<file path="config.mk">
export PLATFORM = sky130hd
export DESIGN_NAME = sdram_bank_track
export DESIGN_NICKNAME = d
export VERILOG_FILES = /design/src/rtl/sdram_chk_pkg.sv /design/src/rtl/sdram_bank_track.sv
export SDC_FILE = /design/constraint.sdc
export NUM_CORES = 1
export LEC_CHECK = 0
export CAP_MARGIN = 20
export CORE_ASPECT_RATIO = 1.25
export CORE_MARGIN = 2
export CORE_UTILIZATION = 50
export CTS_CLUSTER_DIAMETER = 80
export DETAILED_ROUTE_END_ITERATION = 10
export MAX_ROUTING_LAYER = met4
export PLACE_DENSITY = 0.81
export SLEW_MARGIN = 5
export SYNTH_ARGS = -nofsm -noshare
export SYNTH_HDL_FRONTEND = slang
export SYNTH_SLANG_ARGS = --single-unit
</file>
<file path="constraint.sdc">
create_clock -name clk -period 2.8 [get_ports clk]
set_clock_uncertainty 0.05 [all_clocks]
set_input_delay 0.56 -clock clk [delete_from_list [all_inputs] [get_ports clk]]
set_output_delay 0.56 -clock clk [all_outputs]
set_load 0.02 [all_outputs]
</file>
<file path="src/rtl/sdram_chk_pkg.sv">
package sdram_chk_pkg;

    typedef enum logic [2:0] {
        C_NOP  = 3'd0,
        C_ACT  = 3'd1,
        C_RD   = 3'd2,
        C_WR   = 3'd3,
        C_PRE  = 3'd4,
        C_REF  = 3'd5,
        C_MRS  = 3'd6,
        C_BST  = 3'd7
    } cmd_e;

    localparam int VW = 14;
    typedef logic [VW-1:0] vcode_t;

    localparam int VB_RCD      = 0;
    localparam int VB_RC       = 1;
    localparam int VB_RRD      = 2;
    localparam int VB_RAS_LO   = 3;
    localparam int VB_RAS_HI   = 4;
    localparam int VB_RP       = 5;
    localparam int VB_APWIN    = 6;
    localparam int VB_CCD      = 7;
    localparam int VB_WTR      = 8;
    localparam int VB_RFC      = 9;
    localparam int VB_MRD      = 10;
    localparam int VB_MRS_BUSY = 11;
    localparam int VB_IDLE_COL = 12;
    localparam int VB_ACT_OPEN = 13;

    function automatic int imax(input int a, input int b);
        return (a > b) ? a : b;
    endfunction

endpackage

</file>
<file path="src/rtl/sdram_bank_track.sv">
module sdram_bank_track
    import sdram_chk_pkg::*;
#(
    parameter int CW        = 15,
    parameter int SATV      = 16001,
    parameter int T_RCD     = 3,
    parameter int T_RC      = 9,
    parameter int T_RAS     = 6,
    parameter int T_RAS_MAX = 16000,
    parameter int T_RP      = 3,
    parameter int L_RDAP    = 5,
    parameter int L_WRAP    = 8
) (
    input  logic          clk,
    input  logic          rst,
    input  logic          sel,
    input  cmd_e          cmd,
    input  logic          ap,
    output vcode_t        code,
    output logic [CW-1:0] act_age,
    output logic          busy
);

    localparam logic [CW-1:0] SAT    = CW'(SATV);
    localparam logic [CW-1:0] K_RCD  = CW'(T_RCD);
    localparam logic [CW-1:0] K_RC   = CW'(T_RC);
    localparam logic [CW-1:0] K_RAS  = CW'(T_RAS);
    localparam logic [CW-1:0] K_RASX = CW'(T_RAS_MAX);
    localparam logic [CW-1:0] K_RP   = CW'(T_RP);
    localparam logic [CW-1:0] K_WRD  = CW'(L_RDAP - 1);
    localparam logic [CW-1:0] K_WWR  = CW'(L_WRAP - 1);

    logic          open_q;
    logic [CW-1:0] age_act_q;
    logic [CW-1:0] age_pre_q;
    logic [CW-1:0] blk_q;

    logic is_col, single, pre_hit, blocked, ap_close;

    always_comb begin
        is_col   = (cmd == C_RD) || (cmd == C_WR);
        single   = sel && ((cmd == C_ACT) || is_col || ((cmd == C_PRE) && !ap));
        pre_hit  = (cmd == C_PRE) && (ap || sel);
        blocked  = (blk_q != '0);
        ap_close = sel && is_col && ap && open_q;
    end

    always_comb begin
        code = '0;
        if ((single || pre_hit) && blocked)
            code[VB_APWIN] = 1'b1;
        if (sel && (cmd == C_ACT)) begin
            if (open_q)            code[VB_ACT_OPEN] = 1'b1;
            if (age_act_q < K_RC)  code[VB_RC]       = 1'b1;
            if (age_pre_q < K_RP)  code[VB_RP]       = 1'b1;
        end
        if (sel && is_col) begin
            if (!open_q)                code[VB_IDLE_COL] = 1'b1;
            else if (age_act_q < K_RCD) code[VB_RCD]      = 1'b1;
        end
        if (ap_close && (age_act_q > K_RASX))
            code[VB_RAS_HI] = 1'b1;
        if (pre_hit && open_q) begin
            if (age_act_q < K_RAS)  code[VB_RAS_LO] = 1'b1;
            if (age_act_q > K_RASX) code[VB_RAS_HI] = 1'b1;
        end
    end

    always_ff @(posedge clk) begin
        if (rst) begin
            open_q    <= 1'b0;
            age_act_q <= SAT;
            age_pre_q <= SAT;
            blk_q     <= '0;
        end else begin
            age_act_q <= (age_act_q >= SAT) ? SAT : age_act_q + 1'b1;
            age_pre_q <= (age_pre_q >= SAT) ? SAT : age_pre_q + 1'b1;
            blk_q     <= blocked ? blk_q - 1'b1 : '0;
            if (sel && (cmd == C_ACT)) begin
                open_q    <= 1'b1;
                age_act_q <= CW'(1);
            end else if (ap_close) begin
                open_q <= 1'b0;
                blk_q  <= (cmd == C_WR) ? K_WWR : K_WRD;
            end else if (pre_hit && open_q) begin
                open_q    <= 1'b0;
                age_pre_q <= CW'(1);
            end
        end
    end

    assign act_age = age_act_q;
    assign busy    = open_q || blocked;

endmodule

</file>
# Yosys cells after proc, flatten, opt, wreduce, memory -nomap -nowiden
# Cells that the tools add are included.
[op_classes]
mux = 29
reduce_logical = 20
n_addsub = 3
n_eq_ne = 4
magnitude_cmp = 7
[op_table]
columns = ["cell", "count"]
rows = [
  ["$mux 15", 7],
  ["$add 15x1->15 const B", 2],
  ["$ge 15x14->1 const B", 2],
  ["$lt 15x2->1 const B", 2],
  ["$mux 14", 2],
  ["$mux 1", 18],
  ["$gt 15x14->1 const B", 1],
  ["$lt 15x3->1 const B", 1],
  ["$lt 15x4->1 const B", 1],
  ["$reduce_bool 15->1", 1],
  ["$sub 15x1->15 const B", 1],
  ["$logic_and 1x1->1", 10],
  ["$eq 3x2->1 const B", 2],
  ["$logic_or 1x1->1", 6],
  ["$mux 2", 2],
  ["$eq 3x1->1 const B", 1],
  ["$eq 3x3->1 const B", 1],
  ["$reduce_bool 3->1", 1],
  ["$reduce_or 3->1", 1],
  ["$logic_not 1->1", 1],
]
[totals]
output_inout_bits = 30
ff_bits = 46
input_bits = 7
wordCells = 68

# Depth between registers and ports, before layout
# Gate-level depths: netlist of the first run.
[depth]
word_depth = 9
depth_mapped = 7
ltp_nobuf = 6

# Least setup slack after synthesis of the first run
# No wires, ideal clock.
[synth_timing]
kind = "input to output"
from = "in cmd[1]"
to = "out code[3]"
path_slack_ps = 201
t_required_ps = 2190
arrival_time_ps = 1989
path_buffers = 0
stages = 3
path_cell_list = "nor2_1 -> o2111ai_1 -> a2111oi_0"
[synth_via]
elab_chain_cells = 4
[synth_rtl]
columns = ["item", "line_no", "source"]
rows = [
  ["start, declared", "sdram_bank_track.sv:17", "input cmd_e cmd,"],
  ["$eq 3x3->1", "sdram_bank_track.sv:43", "pre_hit = (cmd == C_PRE) && (ap || sel);"],
  ["$logic_and 1x1->1", "sdram_bank_track.sv:43", ""],
  ["$logic_and 1x1->1", "sdram_bank_track.sv:63", "if (pre_hit && open_q) begin"],
  ["$mux 2", "sdram_bank_track.sv:63", ""],
  ["end, declared", "sdram_bank_track.sv:19", "output vcode_t code,"],
]
# No other way between the ends.

# Worst setup path after layout of the first run
[layout_timing]
from = "in sel"
to = "out code[6]"
[layout_via]
elab_chain_cells = 5
elab_cells_between_ends = 6
classes_between = "mux (1); reduce/logical (5)"
[layout_rtl]
columns = ["item", "line_no", "source"]
rows = [
  ["start, declared", "sdram_bank_track.sv:16", "input logic sel,"],
  ["$logic_or 1x1->1", "sdram_bank_track.sv:43", ""],
  ["$logic_and 1x1->1", "sdram_bank_track.sv:43", ""],
  ["$logic_or 1x1->1 (*)", "sdram_bank_track.sv:50", "if ((single || pre_hit) && blocked)"],
  ["$logic_and 1x1->1 (*)", "sdram_bank_track.sv:50", ""],
  ["$mux 1 (*)", "sdram_bank_track.sv:50", ""],
]
# Every way passes the cells marked *; elsewhere a longest branch is shown, timed or not.

==> results of run 1 <==
==> cell families (layout without fill, tap and decap cells) <==
kind of cell	Yosys count	in the layout	synth area share (%)
flops	46	46	38.9
fa+ha+maj	6	6	3.17
simple gates	132	132	30.7
other cells	1	8	0.158
xor+xnor	35	35	13.0
compound gates	35	35	9.84
buf+inv	21	70	4.28
==> cell type report <==
class                           count  share of cell area (%)
Sequential cell                    46                    31.2
Multi-Input combinational cell    216                    46.6
Tap cell                           60                    2.54
Clock inverter                      2                   0.466
Inverter                            9                    1.15
Clock buffer                        6                    2.46
Timing Repair Buffer               53                    15.5
==> worst max-delay path, stage by stage <==
cell             delay (ns)
clkdlybuf4s50_1        0.47
nor2b_1                0.19
buf_4                  0.15
o21ai_0                0.07
a21boi_0               0.29
dlygate4sd2_1          0.38
==> worst min-delay path by stage <==
stage	endpoint	depth (start not counted)	slack [ns]	startpoint
2_1_floorplan	age_pre_q[0]	1	0.37	age_pre_q[0]
3_3_place_gp	age_pre_q[0]	1	0.39	age_pre_q[0]
3_5_place_dp	age_pre_q[0]	1	0.39	age_pre_q[0]
6_report	age_pre_q[0]	1	0.41	age_pre_q[0]
5_1_grt	age_pre_q[0]	1	0.44	age_pre_q[0]
4_1_cts	age_pre_q[0]	1	0.41	age_pre_q[0]
==> stage by stage <==
stage | instance area [sq um] | hold slack (ns) | std cells | TNS, ns
3_3_place_gp | 2870 | 0.393 | 384 | -0.996
2_1_floorplan | 2390 | 0.371 | 283 | 0
6_report | 2950 | 0.413 | 392 | 0
3_5_place_dp | 2870 | 0.395 | 384 | -1.17
5_1_grt | 2950 | 0.437 | 392 | 0
4_1_cts | 2950 | 0.414 | 392 | 0
==> power by group through the flow <==
stage	clock [uW]	combinational (uW)	sequential, uW
2_1_floorplan	0	398	809
5_1_grt	433	609	823
4_1_cts	411	543	809
6_report	402	540	812
3_3_place_gp	0	528	819
3_5_place_dp	0	543	823
==> registers in the layout, indices dropped and copies added, names as in the netlist <==
name,cells
open_q,1
age_pre_q,15
blk_q,15
act_age,15
==> synth_stat cells, types with 2 or more instances <==
cell type | instances | area, sq um
nand3_1 | 16 | 80.1
ha_1 | 6 | 75.1
o21ai_0 | 6 | 30.0
a2111oi_0 | 2 | 17.5
nor2b_1 | 4 | 25.0
nor3b_1 | 3 | 22.5
nand4_1 | 11 | 68.8
nand4b_1 | 2 | 17.5
xor2_1 | 18 | 158
o31a_1 | 2 | 17.5
inv_1 | 9 | 33.8
or4_4 | 2 | 22.5
or3_1 | 2 | 12.5
nor3_1 | 10 | 50.1
nor4_1 | 21 | 131
xnor2_1 | 17 | 149
dfxtp_1 | 46 | 921
nand2_1 | 13 | 48.8
a31oi_1 | 7 | 43.8
buf_4 | 6 | 45.0
nand2b_1 | 2 | 12.5
clkbuf_1 | 6 | 22.5
a21oi_1 | 9 | 45.0
nand3b_1 | 5 | 37.5
nor2_1 | 33 | 124
==> layout by cell type (no fill, tap or decap), drive strengths merged, types with 2 or more instances in the layout <==
master and count:
dfxtp 46, nor2 33, buf 23, nor4 22, clkdlybuf4s50 21, xor2 18
xnor2 17, nand3 16, nand2 13, nand4 11, nor3 10, inv 9
a21oi 9, conb 8, clkbuf 8, a31oi 7, o21ai 6, ha 6
dlygate4sd2 6, nand3b 5, nor2b 4, nor3b 3, a2111oi 2, nand2b 2
or4 2, o31a 2, or3 2, nand4b 2, clkinv 2
==> per-layer routing <==
layer	global-route usage, %	vias to the layer above	wire, um
met5	-	-	0
met4	11.3	0	196
met3	3.19	15	253
met2	37.8	72	2690
met1	25.1	1037	2360
li1	-	1096	-
==> what timing repair did <==
action / CTS / global route
gates resized for setup: 8 / 7
setup buffers: 0 / 0
pin swaps: 0 / 0
setup endpoints to repair: 8 / 3
==> impl_metrics.tcl, run 1 <==
set metrics [dict create \
    fillers 396 \
    grt_pass1_wl_um 8940 \
    cts_sinks 46 \
    cp_max_fo 3 \
    io_pins 37 \
    setup.worst_path.end "code[6]" \
    multiInputGateArea_sq_mm 0.00138 \
    overflow 0 \
    ys_ff_latch 46 \
    yosysWarningCount 0 \
    drv_cap 0 \
    setup-violations-final 0 \
    final_util_pct 63.3 \
    rsz0062_at_grt "no" \
    viasPerCell 5.66 \
    antenna_left 0 \
    grt_max_degree 15 \
    cts_buffer_depth 2 \
    swShare_pct 34.3 \
    antenna_found_initial 0 \
    io_buffers 30 \
    die_h_um 80.9 \
    total_power_uw 1750 \
    insertion_delay_ns 0.30 \
    max_freq_mhz 369 \
    slew_violations 0 \
    syn_area_per_cell_sq_um 8.57 \
    nNetsFinal 344 \
    relSlewSlack_pct 56.7 \
    gp_congestion 0.965 \
    cts-buffers-inserted 5 \
    dp_hpwl_um 4060 \
    cts_tree "done" \
    first_global_vias 1977 \
    drt_wl_total_um 5490 \
    antenna_cells 0 \
    grt_usage_pct 22.1 \
    die-area_sq_mm 0.00530 \
    hold_class "reg2reg" \
    coreArea_sq_mm 0.00466 \
    leakage_uw 0.00111 \
    critical_path_class "in2out" \
    synth_edf_count 0 \
    wl_per_cell_um 14.0 \
    tightest_slew_ns 0.647 \
    irDropWorstVdd_mv 0.278 \
    clk_root_buffer_cell "clkbuf_8" \
    period_minus_slack_ns 2.71 \
    worstReg2RegEnd "age_pre_q[13]" \
    power_density_mw_per_mm2 594 \
    worstSetupStartpoint "sel" \
    dr.first_iter.drc_count 136 \
    outcome "finished clean" \
    synth_cells 276 \
    intPower_uw 1150 \
    drt-pass1-iter-count 4 \
    netlist-cell-type-count 43 \
    synthToLayoutAreaGrowth_pct 24.7 \
    pwr-share-comb_pct 30.8 \
    seqCellArea_sq_um 921 \
    drive_above_1_share_pct 11.7 \
    setup_slack_ns 0.0868 \
    start_util_pct 50.8 \
    arrival_ns 2.10 \
    r2r_start "age_pre_q[3]" \
    hold_buffers 0 \
    dieWidth_um 65.5 \
    critPathLaunchType "input pin" \
    async_flop_share_pct 0 \
    rr_worst_depth 4 \
    h-tree-depth 2 \
    p_clk_share_pct 22.9 \
    worstPathRequired_ns 2.19 \
    end_kind "output port" \
    clkTransAtPathRegs_ns 0.08 \
    hold_viol 0 \
    netlist_area_sq_mm 0.00237 \
    drc 0 \
    rows 28 \
    post-place-ws_ns -0.265 \
    p_sw_uw 601 \
    num_vias 2220 \
    reg2reg_slack_ns 0.48 \
    synth_ff_type "dfxtp_1" \
    period_share_pct 96.9 \
    seqPwrFrac_pct 46.3 \
    synth-seq-area-share_pct 38.9 \
]
Power figures use the tool's default switching activity.
==> inputs of run 2 (changes only) <==
--- a/config.mk
+++ b/config.mk
@@ -7,7 +7,7 @@
 export LEC_CHECK = 0
 export CAP_MARGIN = 20
 export CORE_ASPECT_RATIO = 1.25
-export CORE_MARGIN = 2
+export CORE_MARGIN = 5
 export CORE_UTILIZATION = 50
 export CTS_CLUSTER_DIAMETER = 80
 export DETAILED_ROUTE_END_ITERATION = 10
==> run 2 against run 1 <==
Compared with the run above:
- count of clock-buffer cells in the layout increased by 1
- sequential power grew 1%
- critical path type unchanged
- core utilization grew 0.72 points
- largest power group unchanged
- highest routed layer unchanged
==> impl_metrics.tcl, run 2 (synthesis gave the netlist of run 1 again) <==
set metrics [dict create \
    relSlewSlack_pct 57.7 \
    crit_family "buffers and inverters" \
    leakage_uw 0.00112 \
    worstSetupStartpoint "sel" \
    critPathLaunchType "input pin" \
    irDropWorstVdd_mv 0.338 \
    critical_path_class "in2out" \
    hold_slack_ns 0.421 \
    outcome "finished clean" \
    critical_path.max_stage_delay_ns 0.48 \
    antenna_found_initial 0 \
    hold_viol 0 \
    drive_above_1_share_pct 12.6 \
    stdcell_count 394 \
    h-tree-depth 2 \
    arrival_ns 2.08 \
    hold_end "age_pre_q[0]" \
    worstPathRequired_ns 2.19 \
    setup_slack_ns 0.105 \
    io_pins 37 \
    grt_max_degree 15 \
    nNetsFinal 346 \
    drt_wl_total_um 5750 \
    viasPerCell 5.75 \
    cts_sinks 46 \
    end_kind "output port" \
    path_cells "clkdlybuf4s50_1, nor2b_1, buf_4, o21ai_0, a21boi_0, clkdlybuf4s15_1" \
    grt_usage_pct 20.7 \
    dp_cells 384 \
    die_h_um 86.9 \
    die-area_sq_mm 0.00622 \
    critPathSlowestCell "clkdlybuf4s50_1" \
    antenna_cells 0 \
    gp_congestion 0.935 \
    cp_num_buf_inv 3 \
    grt_pass1_wl_um 10000 \
    worstHoldStart "age_pre_q[0]" \
    power_density_mw_per_mm2 610 \
    num_vias 2267 \
    dieWidth_um 71.5 \
    dp_hpwl_um 4280 \
    start_util_pct 50.8 \
    antenna_left 0 \
    post-place-ws_ns -0.258 \
    rr_worst_depth 4 \
    insertion_delay_ns 0.29 \
    max_freq_mhz 371 \
    overflow 0 \
    cts_tree "done" \
    synthToLayoutAreaGrowth_pct 26.1 \
    cts_buffer_depth 2 \
    cp_max_fo 3 \
    final_common_cell "dfxtp_1" \
    cts-buffers-inserted 5 \
    rows 28 \
    layout_common_cells "dfxtp_1 (46), nor2_1 (33), buf_4 (25), clkdlybuf4s50_1 (22), nor4_1 (19)" \
    period_minus_slack_ns 2.69 \
    worstReg2RegEnd "age_pre_q[13]" \
    io_buffers 30 \
    whs_path_depth 1 \
    finalSetupTns_ns 0 \
    setup-violations-final 0 \
    tightest_slew_ns 0.626 \
    clk_root_buffer_cell "clkbuf_8" \
    first_global_vias 2216 \
    fin_area_sq_mm 0.00298 \
    drv_cap 0 \
    coreArea_sq_mm 0.00466 \
    hold_class "reg2reg" \
    drc 0 \
    placed_cell_area_sq_mm 0.00287 \
    period_share_pct 96.2 \
    drt-pass1-iter-count 7 \
    fillers 415 \
    slew_violations 0 \
    reg2reg_slack_ns 0.47 \
    dr.first_iter.drc_count 95 \
    clkTransAtPathRegs_ns 0.08 \
    wl_per_cell_um 14.6 \
    r2r_start "age_pre_q[3]" \
    hold_buffers 0 \
]
run 2: routing by layer:
layer | up-vias | track usage, % | routed length [um]
met1 | 1097 | 24.1 | 2490
li1 | 1097 | - | -
met2 | 63 | 34.2 | 2890
met3 | 10 | 4.39 | 221
met4 | 0 | 8.89 | 146
met5 | - | - | 0
run 2: worst max path at each step:
stage / to / slack [ns] / cells past startpoint
2_1_floorplan: code[3] / 0.20 / 3
4_1_cts: busy / 0.003 / 4
6_report: code[6] / 0.11 / 6
3_5_place_dp: code[5] / -0.26 / 6
5_1_grt: busy / -0.01 / 6
3_3_place_gp: code[5] / -0.23 / 6
run 2: area by class of cell:
| cell class | instances | area, sq um | share of cell area, % |
|---|---|---|---|
| Multi-Input combinational cell | 216 | 1390 | 46.6 |
| Clock inverter | 1 | 5.00 | 0.168 |
| Timing Repair Buffer | 55 | 472 | 15.8 |
| Sequential cell | 46 | 921 | 30.9 |
| Tap cell | 60 | 75.1 | 2.52 |
| Inverter | 9 | 33.8 | 1.13 |
| Clock buffer | 7 | 86.3 | 2.89 |
run 2: metrics by stage:
| stage | power (uW) | util, % |
|---|---|---|
| 2_1_floorplan | 1210 | - |
| 3_3_place_gp | 1350 | 61.7 |
| 3_5_place_dp | 1370 | 61.7 |
| 4_1_cts | 1780 | 63.4 |
| 5_1_grt | 1960 | 64.0 |
| 6_report | 1820 | 64.0 |
run 2: timing repair:
action / CTS / global route
setup endpoints to repair: 8 / 4
pin swaps: 0 / 1
setup buffers: 0 / 2
hold endpoints to repair: 0 / 0
cloned: 0 / 0
gates resized for setup: 8 / 9
run 2: report_power, final:
group          switching [uW]  internal (uW)  total, uW
sequential               89.6            733        822
clock                     214            199        413
combinational             303            282        585
total                     606           1210       1820
==> inputs of run 3 (changes only) <==
--- a/config.mk
+++ b/config.mk
@@ -9,7 +9,7 @@
 export CORE_ASPECT_RATIO = 1.25
 export CORE_MARGIN = 5
 export CORE_UTILIZATION = 50
-export CTS_CLUSTER_DIAMETER = 80
+export CTS_CLUSTER_DIAMETER = 50
 export DETAILED_ROUTE_END_ITERATION = 10
 export MAX_ROUTING_LAYER = met4
 export PLACE_DENSITY = 0.81
==> results of run 3 <==
Final layout, timing and power as in run 2 (identical DEF).
